$ cat src/rtl/errlog_pkg.sv
package errlog_pkg;

    localparam int NUM_SRC  = 4;
    localparam int ADDR_W   = 42;
    localparam int WORD_W   = 2;
    localparam int LOG_W    = 64;
    localparam int FLAG_W   = 2 * NUM_SRC;
    localparam int MESH_IDX = NUM_SRC - 1;

    // Bit positions inside the log word
    localparam int WORD_LSB = 4;
    localparam int ADDR_LSB = 6;
    localparam int NS_BIT   = 52;
    localparam int SBE_LSB  = 56;
    localparam int MBE_LSB  = SBE_LSB + NUM_SRC;

    typedef logic [NUM_SRC-1:0] src_vec_t;

    typedef struct packed {
        src_vec_t           sbe;
        src_vec_t           mbe;
        logic [ADDR_W-1:0]  addr;
        logic [WORD_W-1:0]  word;
        logic               ns;
        src_vec_t           irq_sbe;
        src_vec_t           irq_mbe;
    } log_state_t;

    // Source index 0 (data array) sits at the highest bit of each nibble.
    function automatic logic [FLAG_W-1:0] pack_flags(src_vec_t mbe, src_vec_t sbe);
        logic [FLAG_W-1:0] f;
        f = '0;
        for (int i = 0; i < NUM_SRC; i++) begin
            f[NUM_SRC-1-i]         = sbe[i];
            f[FLAG_W-1-i]          = mbe[i];
        end
        return f;
    endfunction

    function automatic src_vec_t take_sbe(logic [FLAG_W-1:0] f);
        src_vec_t v;
        for (int i = 0; i < NUM_SRC; i++) v[i] = f[NUM_SRC-1-i];
        return v;
    endfunction

    function automatic src_vec_t take_mbe(logic [FLAG_W-1:0] f);
        src_vec_t v;
        for (int i = 0; i < NUM_SRC; i++) v[i] = f[FLAG_W-1-i];
        return v;
    endfunction

endpackage

$ cat src/rtl/errlog_prio.sv
module errlog_prio #(
    parameter int N = 4
) (
    input  logic [N-1:0] req,
    output logic [N-1:0] grant,
    output logic         any
);
    logic [N:0] seen;

    assign seen[0] = 1'b0;

    for (genvar i = 0; i < N; i++) begin : g_chain
        assign grant[i]  = req[i] & ~seen[i];
        assign seen[i+1] = seen[i] | req[i];
    end

    assign any = seen[N];

    // the winner is a single requester, and only when someone requests
    always_comb begin
        p_grant_single_r6: assert ($onehot0(grant));
        p_grant_valid_r6:  assert ((grant & ~req) == '0);
    end
endmodule

$ cat src/rtl/errlog_core.sv
module errlog_core
    import errlog_pkg::*;
(
    input  logic               clk,
    input  logic               rst_n,
    input  src_vec_t           sbe_gnt,
    input  logic               sbe_any,
    input  src_vec_t           mbe_gnt,
    input  logic               mbe_any,
    input  logic [ADDR_W-1:0]  addr_i,
    input  logic [WORD_W-1:0]  word_i,
    input  logic               ns_i,
    input  logic [FLAG_W-1:0]  clr_mask,
    output logic [LOG_W-1:0]   log_word,
    output logic [FLAG_W-1:0]  irq
);
    log_state_t st_d, st_q;

    src_vec_t clr_sbe, clr_mbe, keep_sbe, keep_mbe;
    logic     clr_hit;
    logic     from_mesh;

    assign clr_sbe = take_sbe(clr_mask);
    assign clr_mbe = take_mbe(clr_mask);
    assign clr_hit = (|(clr_sbe & st_q.sbe)) | (|(clr_mbe & st_q.mbe));

    always_comb begin
        st_d      = st_q;
        keep_sbe  = clr_hit ? '0 : st_q.sbe;
        keep_mbe  = clr_hit ? '0 : st_q.mbe;
        from_mesh = 1'b0;

        st_d.sbe  = keep_sbe;
        st_d.mbe  = keep_mbe;

        if (mbe_any && keep_mbe == '0) begin
            // Uncorrectable capture, replacing any correctable entry
            st_d.mbe  = mbe_gnt;
            st_d.sbe  = '0;
            from_mesh = mbe_gnt[MESH_IDX];
            st_d.addr = from_mesh ? '0 : addr_i;
            st_d.word = from_mesh ? '0 : word_i;
            st_d.ns   = from_mesh ? 1'b0 : ns_i;
        end else if (sbe_any && keep_mbe == '0 && keep_sbe == '0) begin
            st_d.sbe  = sbe_gnt;
            from_mesh = sbe_gnt[MESH_IDX];
            st_d.addr = from_mesh ? '0 : addr_i;
            st_d.word = from_mesh ? '0 : word_i;
            st_d.ns   = from_mesh ? 1'b0 : ns_i;
        end

        st_d.irq_sbe = sbe_gnt;
        st_d.irq_mbe = mbe_gnt;
    end

    always_ff @(posedge clk) begin
        if (!rst_n) st_q <= '0;
        else        st_q <= st_d;
    end

    always_comb begin
        log_word = '0;
        log_word[MBE_LSB+NUM_SRC-1:SBE_LSB] = pack_flags(st_q.mbe, st_q.sbe);
        log_word[NS_BIT]                    = st_q.ns;
        log_word[ADDR_LSB+ADDR_W-1:ADDR_LSB] = st_q.addr;
        log_word[WORD_LSB+WORD_W-1:WORD_LSB] = st_q.word;
    end

    assign irq = pack_flags(st_q.irq_mbe, st_q.irq_sbe);

    p_flags_onehot_r11: assert property (@(posedge clk) disable iff (!rst_n)
        $onehot0({st_q.sbe, st_q.mbe}));

    p_mbe_locked_r3: assert property (@(posedge clk) disable iff (!rst_n)
        ((|st_q.mbe) && !clr_hit) |=> $stable(log_word));

    p_sbe_locked_r4: assert property (@(posedge clk) disable iff (!rst_n)
        ((|st_q.sbe) && !clr_hit && !mbe_any) |=> $stable(log_word));

    p_mbe_overwrites_r5: assert property (@(posedge clk) disable iff (!rst_n)
        ((st_q.mbe == '0) && mbe_any) |=> (|st_q.mbe) && (st_q.sbe == '0));

    p_clear_empties_r7: assert property (@(posedge clk) disable iff (!rst_n)
        (clr_hit && !mbe_any && !sbe_any) |=> (log_word[LOG_W-1:SBE_LSB] == '0));

    p_irq_quiet_r10: assert property (@(posedge clk) disable iff (!rst_n)
        (!mbe_any && !sbe_any) |=> (irq == '0));

endmodule

$ cat src/rtl/errlog_capture.sv
module errlog_capture
    import errlog_pkg::*;
#(
    parameter int ADDR_BITS = ADDR_W
) (
    input  logic                  clk,
    input  logic                  rst_n,
    input  logic [NUM_SRC-1:0]    sbe_strobe,
    input  logic [NUM_SRC-1:0]    mbe_strobe,
    input  logic [ADDR_BITS-1:0]  fail_addr,
    input  logic [WORD_W-1:0]     fail_word,
    input  logic                  fail_nonsec,
    input  logic                  clr_wr,
    input  logic [FLAG_W-1:0]     clr_data,
    output logic [LOG_W-1:0]      log_word,
    output logic [FLAG_W-1:0]     err_irq
);
    src_vec_t          sbe_gnt, mbe_gnt;
    logic              sbe_any, mbe_any;
    logic [FLAG_W-1:0] clr_mask;

    assign clr_mask = clr_wr ? clr_data : '0;

    errlog_prio #(.N(NUM_SRC)) u_prio_sbe (
        .req   (sbe_strobe),
        .grant (sbe_gnt),
        .any   (sbe_any)
    );

    errlog_prio #(.N(NUM_SRC)) u_prio_mbe (
        .req   (mbe_strobe),
        .grant (mbe_gnt),
        .any   (mbe_any)
    );

    errlog_core u_core (
        .clk      (clk),
        .rst_n    (rst_n),
        .sbe_gnt  (sbe_gnt),
        .sbe_any  (sbe_any),
        .mbe_gnt  (mbe_gnt),
        .mbe_any  (mbe_any),
        .addr_i   (fail_addr[ADDR_W-1:0]),
        .word_i   (fail_word),
        .ns_i     (fail_nonsec),
        .clr_mask (clr_mask),
        .log_word (log_word),
        .irq      (err_irq)
    );
endmodule

$ cat config.mk
export PLATFORM = sky130hd
export DESIGN_NAME = errlog_capture
export DESIGN_NICKNAME = d
export VERILOG_FILES = /design/src/rtl/errlog_pkg.sv /design/src/rtl/errlog_prio.sv /design/src/rtl/errlog_core.sv /design/src/rtl/errlog_capture.sv
export SDC_FILE = /design/constraint.sdc
export NUM_CORES = 1
export LEC_CHECK = 0
export BUFFER_PORTS_ARGS = -buffer_cell sky130_fd_sc_hd__buf_2
export CORE_MARGIN = 8
export CORE_UTILIZATION = 42
export DETAILED_ROUTE_END_ITERATION = 7
export GPL_ROUTABILITY_DRIVEN = 0
export PLACE_DENSITY = 0.83
export SLEW_MARGIN = 20
export SYNTH_ARGS = -nofsm -noshare
export SYNTH_HDL_FRONTEND = slang
export SYNTH_SLANG_ARGS = --single-unit
$ cat constraint.sdc
create_clock -name clk -period 2.35 [get_ports clk]
set_input_delay 0.1175 -clock clk [delete_from_list [all_inputs] [get_ports clk]]
set_output_delay 0.1175 -clock clk [all_outputs]
set_load 0.01 [all_outputs]
# --- Word-level counts from Yosys, hierarchy flattened ---
# Index checks and enable logic that the tools add are counted.
# Widths: inputs -> output; s select.
word_totals:
  reg_bits: 61
  in_bits: 64
  output_inout_bits: 72
  wordCells: 51
classes:
  mux: 13
  n_bitwise: 22
  reduce_logical: 9
ops:
  columns: ["operator", "count"]
  rows:
  - ["$mux 45", 2]
  - ["$mux 42", 2]
  - ["$mux 4", 4]
  - ["$and 4x4->4", 2]
  - ["$logic_not 4->1", 2]
  - ["$mux 8", 1]
  - ["$reduce_or 4->1", 2]
  - ["$not 1->1", 7]
  - ["$or 1x1->1", 7]
  - ["$and 1x1->1", 6]
  - ["$mux 2", 2]
  - ["$logic_and 1x1->1", 3]
  - ["$mux 1", 2]
  - ["$reduce_bool 2->1", 1]
  - ["$reduce_or 2->1", 1]

# --- Longest topological paths before layout ---
depth:
  word_depth: 10
  depth_mapped: 7
  mapped_depth_nobuf: 5

# --- By module ---
# A second synthesis with hierarchy kept.
unflattened:
  cells_unflattened: 292
  hier_area_um2: 2691.3
by_module_without_submodules:
  columns: ["module", "n_inst", "cells_each", "area_each_um2", "seq_area_each_um2"]
  rows:
  - ["errlog_core", 1, 274, 2566.2, 1221.2]
  - ["errlog_prio", 2, 5, 37.5, 0.0]
  - ["errlog_capture", 1, 8, 50.0, 0.0]

# --- Least setup slack after synthesis ---
# OpenSTA, ideal clock, no wires.
synth_timing:
  path_type: "reg2reg"
  from: "register u_core.st_q, in the netlist u_core.log_word[61]"
  to: "register u_core.st_q, in the netlist u_core.log_word[10]"
  setup_ns: 0.059
  t_arrival_ns: 1.838
  required_time_ns: 2.291
  path_slack_ns: 0.453
  path_stages_with_launch: 7
  n_path_buf: 1
  period_less_slack_ns: 1.897
  path_cell_list: "dfxtp_1 a22o_1 nor4_1 or3b_1 a211oi_4 buf_6 a22o_1"
synth_via:
  elab_chain_cells: 8
  elab_cells_between_ends: 12
  classes_between: "3 x mux; 2 x bitwise; 7 x reduce/logical"
synth_lines:
  columns: ["item", "line_no", "text"]
  rows:
  - ["from (decl)", "errlog_core.sv:17", "log_state_t st_d, st_q;"]
  - ["from (signal assigned)", "errlog_core.sv:58", "else st_q <= st_d;"]
  - ["$and 4x4->4", "errlog_core.sv:25", "assign clr_hit = (|(clr_sbe & st_q.sbe)) | (|(clr_mbe & st_q.mbe));"]
  - ["$reduce_or 4->1", "errlog_core.sv:25", null]
  - ["$or 1x1->1", "errlog_core.sv:25", null]
  - ["$mux 4", "errlog_core.sv:30", "keep_mbe = clr_hit ? '0 : st_q.mbe;"]
  - ["$logic_not 4->1", "errlog_core.sv:36, errlog_core.sv:44", null]
  - ["$logic_and 1x1->1 (2 in series)", "errlog_core.sv:44", "end else if (sbe_any && keep_mbe == '0 && keep_sbe == '0) begin"]
  - ["$reduce_bool 2->1 (no line)", null, null]
# Several ways; a longest one is shown, not always the timed one.
# A chain may end at the register's enable or synchronous reset.

# --- Worst setup path in the final report ---
layout_timing:
  from: "register u_core.st_q, in the netlist u_core.log_word[61]"
  to: "register u_core.st_q, in the netlist u_core.log_word[25]"
# The elaborated chain is that of the path after synthesis.

==> metrics.md <==
| Metric | Value |
|---|---|
| CTS sink count | `slightly above 60` |
| IO buf count | `124` |
| Rel. slew slack | `0.631` |
| PwrDens | `between 900 and 1000 nW/um^2` |
| Most frequent cells after synthesis | `61 x dfxtp_1, 50 x a22o_1, 11 x buf_4, 9 x nor2_1` |
| GR peak layer | `met2` |
| Worst-Skew Late Latency | `approximately 330 ps` |
| Synth Register Bits | `between 60 and 70` |
| Clock root buffer | `clkbuf_8` |
| Min-Delay Path Depth | `2` |
| Fmax | `roughly 460 MHz` |
| Post-Route WL | `between 6000 and 7000 um` |
| Top cells by area in the synthesized netlist | `dfxtp_1 56%, a22o_1 20%, buf_4 3.8%` |
| Grt total ovfl | `0` |
| Status | `finished clean` |
| Pleak | `between 1.5 and 2 nW` |
| DP Wirelength | `approximately 4800 um` |
| Sequential share of power | `0.411` |
| RSZ-0062 raised after global routing | `false` |
| Antenna viol nets, final | `0` |
| Placed Area | `roughly 2800 sq um` |
| CORE AREA | `~5000 sq um` |
| Period utilization | `0.925` |
| Synth Flop Type | `dfxtp_1` |
| Data arrival, critical path | `2440 ps` |
| Count leader, synth | `dfxtp_1` |
| Synth top area share | `0.562` |
| DR WL/cell | `roughly 17 um` |
| GRT Util Overall | `0.169` |
| Met3 Track Usage GR | `0.0685` |
| Cts bufs inserted | `9` |
| Fin Hold WS | `about 14 ps` |
| EDFF count, synth | `0` |
| Sw frac | `0.276` |
| Critical path peak fanout | `39` |
| Sequential area share after synthesis | `0.562` |
| R2r worst-path depth | `6` |
| Maxcap violations | `0` |
| CTS tree | `built` |
| Row count | `26` |
| Synthesized area | `approximately 2200 sq um` |
| Final Hold Viols | `0` |
| Netlist cell types | `31` |
| Worst Path Class, Setup | `reg2reg` |
| Startpoint types | `register` |
| Post-layout net count | `between 400 and 500` |
| Yosys top cell by area | `dfxtp_1` |
| Critical Path Sink Type | `register` |
| Drc violations | `0` |
| Met1 Resource Use GR | `0.176` |
| Num ports | `approximately 140` |
| Die width | `roughly 88 um` |
| Final Instance Area | `3330 sq um` |
| Slew @ Worst Pin | `roughly 550 ps` |
| Skew final | `8.10 ps` |
| Avg Inst Size Synth | `between 10 and 15 sq um` |
| H-tree level count | `3` |
| Vias per std cell | `about 5` |
| First-pass GRT wire length | `approximately 9900 um` |
| Vias | `around 2,100` |
| Clk pin slew, worst setup/hold paths | `approximately 70 ps` |
| Pint | `around 2.2 mW` |
| Warnings, synthesis | `0` |
| Total die area | `a little under 8000 sq um` |
| Gate power share | `0.228` |
| Final min period | `approximately 2200 ps` |
| Setup TNS | `0 ps` |
| Clock share of power | `0.361` |
| Final setup fails | `0` |
| TritonRoute pass-1 iters | `4` |
| GRT met2 Usage | `0.281` |
| Synthesized instance count | `around 190` |
| Worst VDD drop | `between 0.0005 and 0.0006 V` |
| Req. time, crit path | `approximately 2600 ps` |
| Bufs on Longest Clock Path | `2` |
| Fraction of layout cells with a size suffix above 1 | `0.436` |
| HP Class | `in2reg` |
| DIE HEIGHT | `between 80 and 90 um` |
| P&R area growth vs syn | `53.2%` |
| Max-slew violation count | `0` |
| Largest net degree at the start of global routing | `41` |
| Ys async rst share | `0` |
| Post_cts resized | `0` |
| Sw power | `846 uW` |
| Drt first-iter violations | `roughly 110` |
| Vias in the first global route | `roughly 2,000` |
| Starting Density | `0.431` |
| Initial antenna violation count | `0` |
layout make-up:
cell class | count | area [sq um]
well taps | 70 | 87.6
clock buffers | 9 | 124
diodes | 2 | 5.00
clock inverters | 7 | 114
multi-input cells | 110 | 823
flip-flops and latches | 61 | 1220
fillers | 397 | 1710
inverters | 2 | 7.51
repair buffers | 155 | 948
logic make-up (layout without fill, tap and decap cells):
logic type	Yosys count	count (layout)	synth area share
and+or+nand+nor	34	34	0.0915
buffers and inverters	24	173	0.0771
DFF	61	61	0.562
other	1	13	0.00172
AOI/OAI and AO/OA	65	65	0.268
what timing repair did:
item | in CTS | in global routing
buffers inserted | 0 | 0
hold buffers | 21 | 7
hold endpoints to repair | 21 | 7
placed cells by master (no fill, tap or decap), drive strengths merged:
cell type	n
a211oi	2
a21oi	2
a22o	50
a22oi	3
a32o	2
a32oi	2
and2	3
and3	3
buf	127
bufinv	3
clkbuf	9
clkinv	4
conb	11
dfxtp	61
diode	2
dlygate4sd3	28
inv	2
nand2	5
nand2b	1
nor2	9
nor3	3
nor3b	1
nor4	5
nor4b	1
o21ai	1
o22ai	1
o2bb2ai	1
o41ai	1
or3b	1
or4	2
worst paths after layout:
check / start / end / slack (ps)
setup / recovery: u_core.log_word[61] / u_core.log_word[25] / 180
hold / removal: fail_addr[34] / u_core.log_word[40] / 10
setup reg to reg: u_core.log_word[61] / u_core.log_word[25] / 180
hold reg to reg: u_core.log_word[16] / u_core.log_word[16] / 470
state kept, by name, summed over array words and instances, names as in the netlist:
signal and count:
u_core.irq 8, u_core.log_word 53
worst max-delay path, cell delays in order, from the launching register on:
cell	delay, ps
dfxtp_1	380
a22o_1	260
nor4_1	430
a211oi_2	160
a211oi_4	420
buf_12	260
a22o_1	180
power by group through the flow:
| stage | combinational (mW) | sequential, mW | clock, mW |
|---|---|---|---|
| detailed placement | 0.661 | 1.28 | 0 |
| global route | 0.756 | 1.27 | 1.18 |
| floorplan | 0.345 | 1.34 | 0 |
| finish | 0.700 | 1.26 | 1.11 |
| CTS | 0.692 | 1.26 | 1.13 |
| global placement | 0.651 | 1.27 | 0 |
stage by stage:
| step | utilization | worst slack [ps] | cells | total power [mW] |
|---|---|---|---|---|
| after global routing | 0.660 | 52.6 | 414 | 3.21 |
| after CTS | 0.646 | 168 | 407 | 3.08 |
| after detailed placement | 0.557 | 240 | 370 | 1.94 |
| final | 0.661 | 175 | 416 | 3.07 |
| after floorplan | - | 453 | 195 | 1.69 |
| after global placement | 0.557 | 291 | 370 | 1.92 |
metal layers:
layer | up-vias | part of all wire
met5 | - | 0
met4 | 0 | 0.031
met3 | 18 | 0.091
met2 | 104 | 0.49
met1 | 969 | 0.39
li1 | 994 | -
Note: power is estimated with default switching activity, not from simulation.
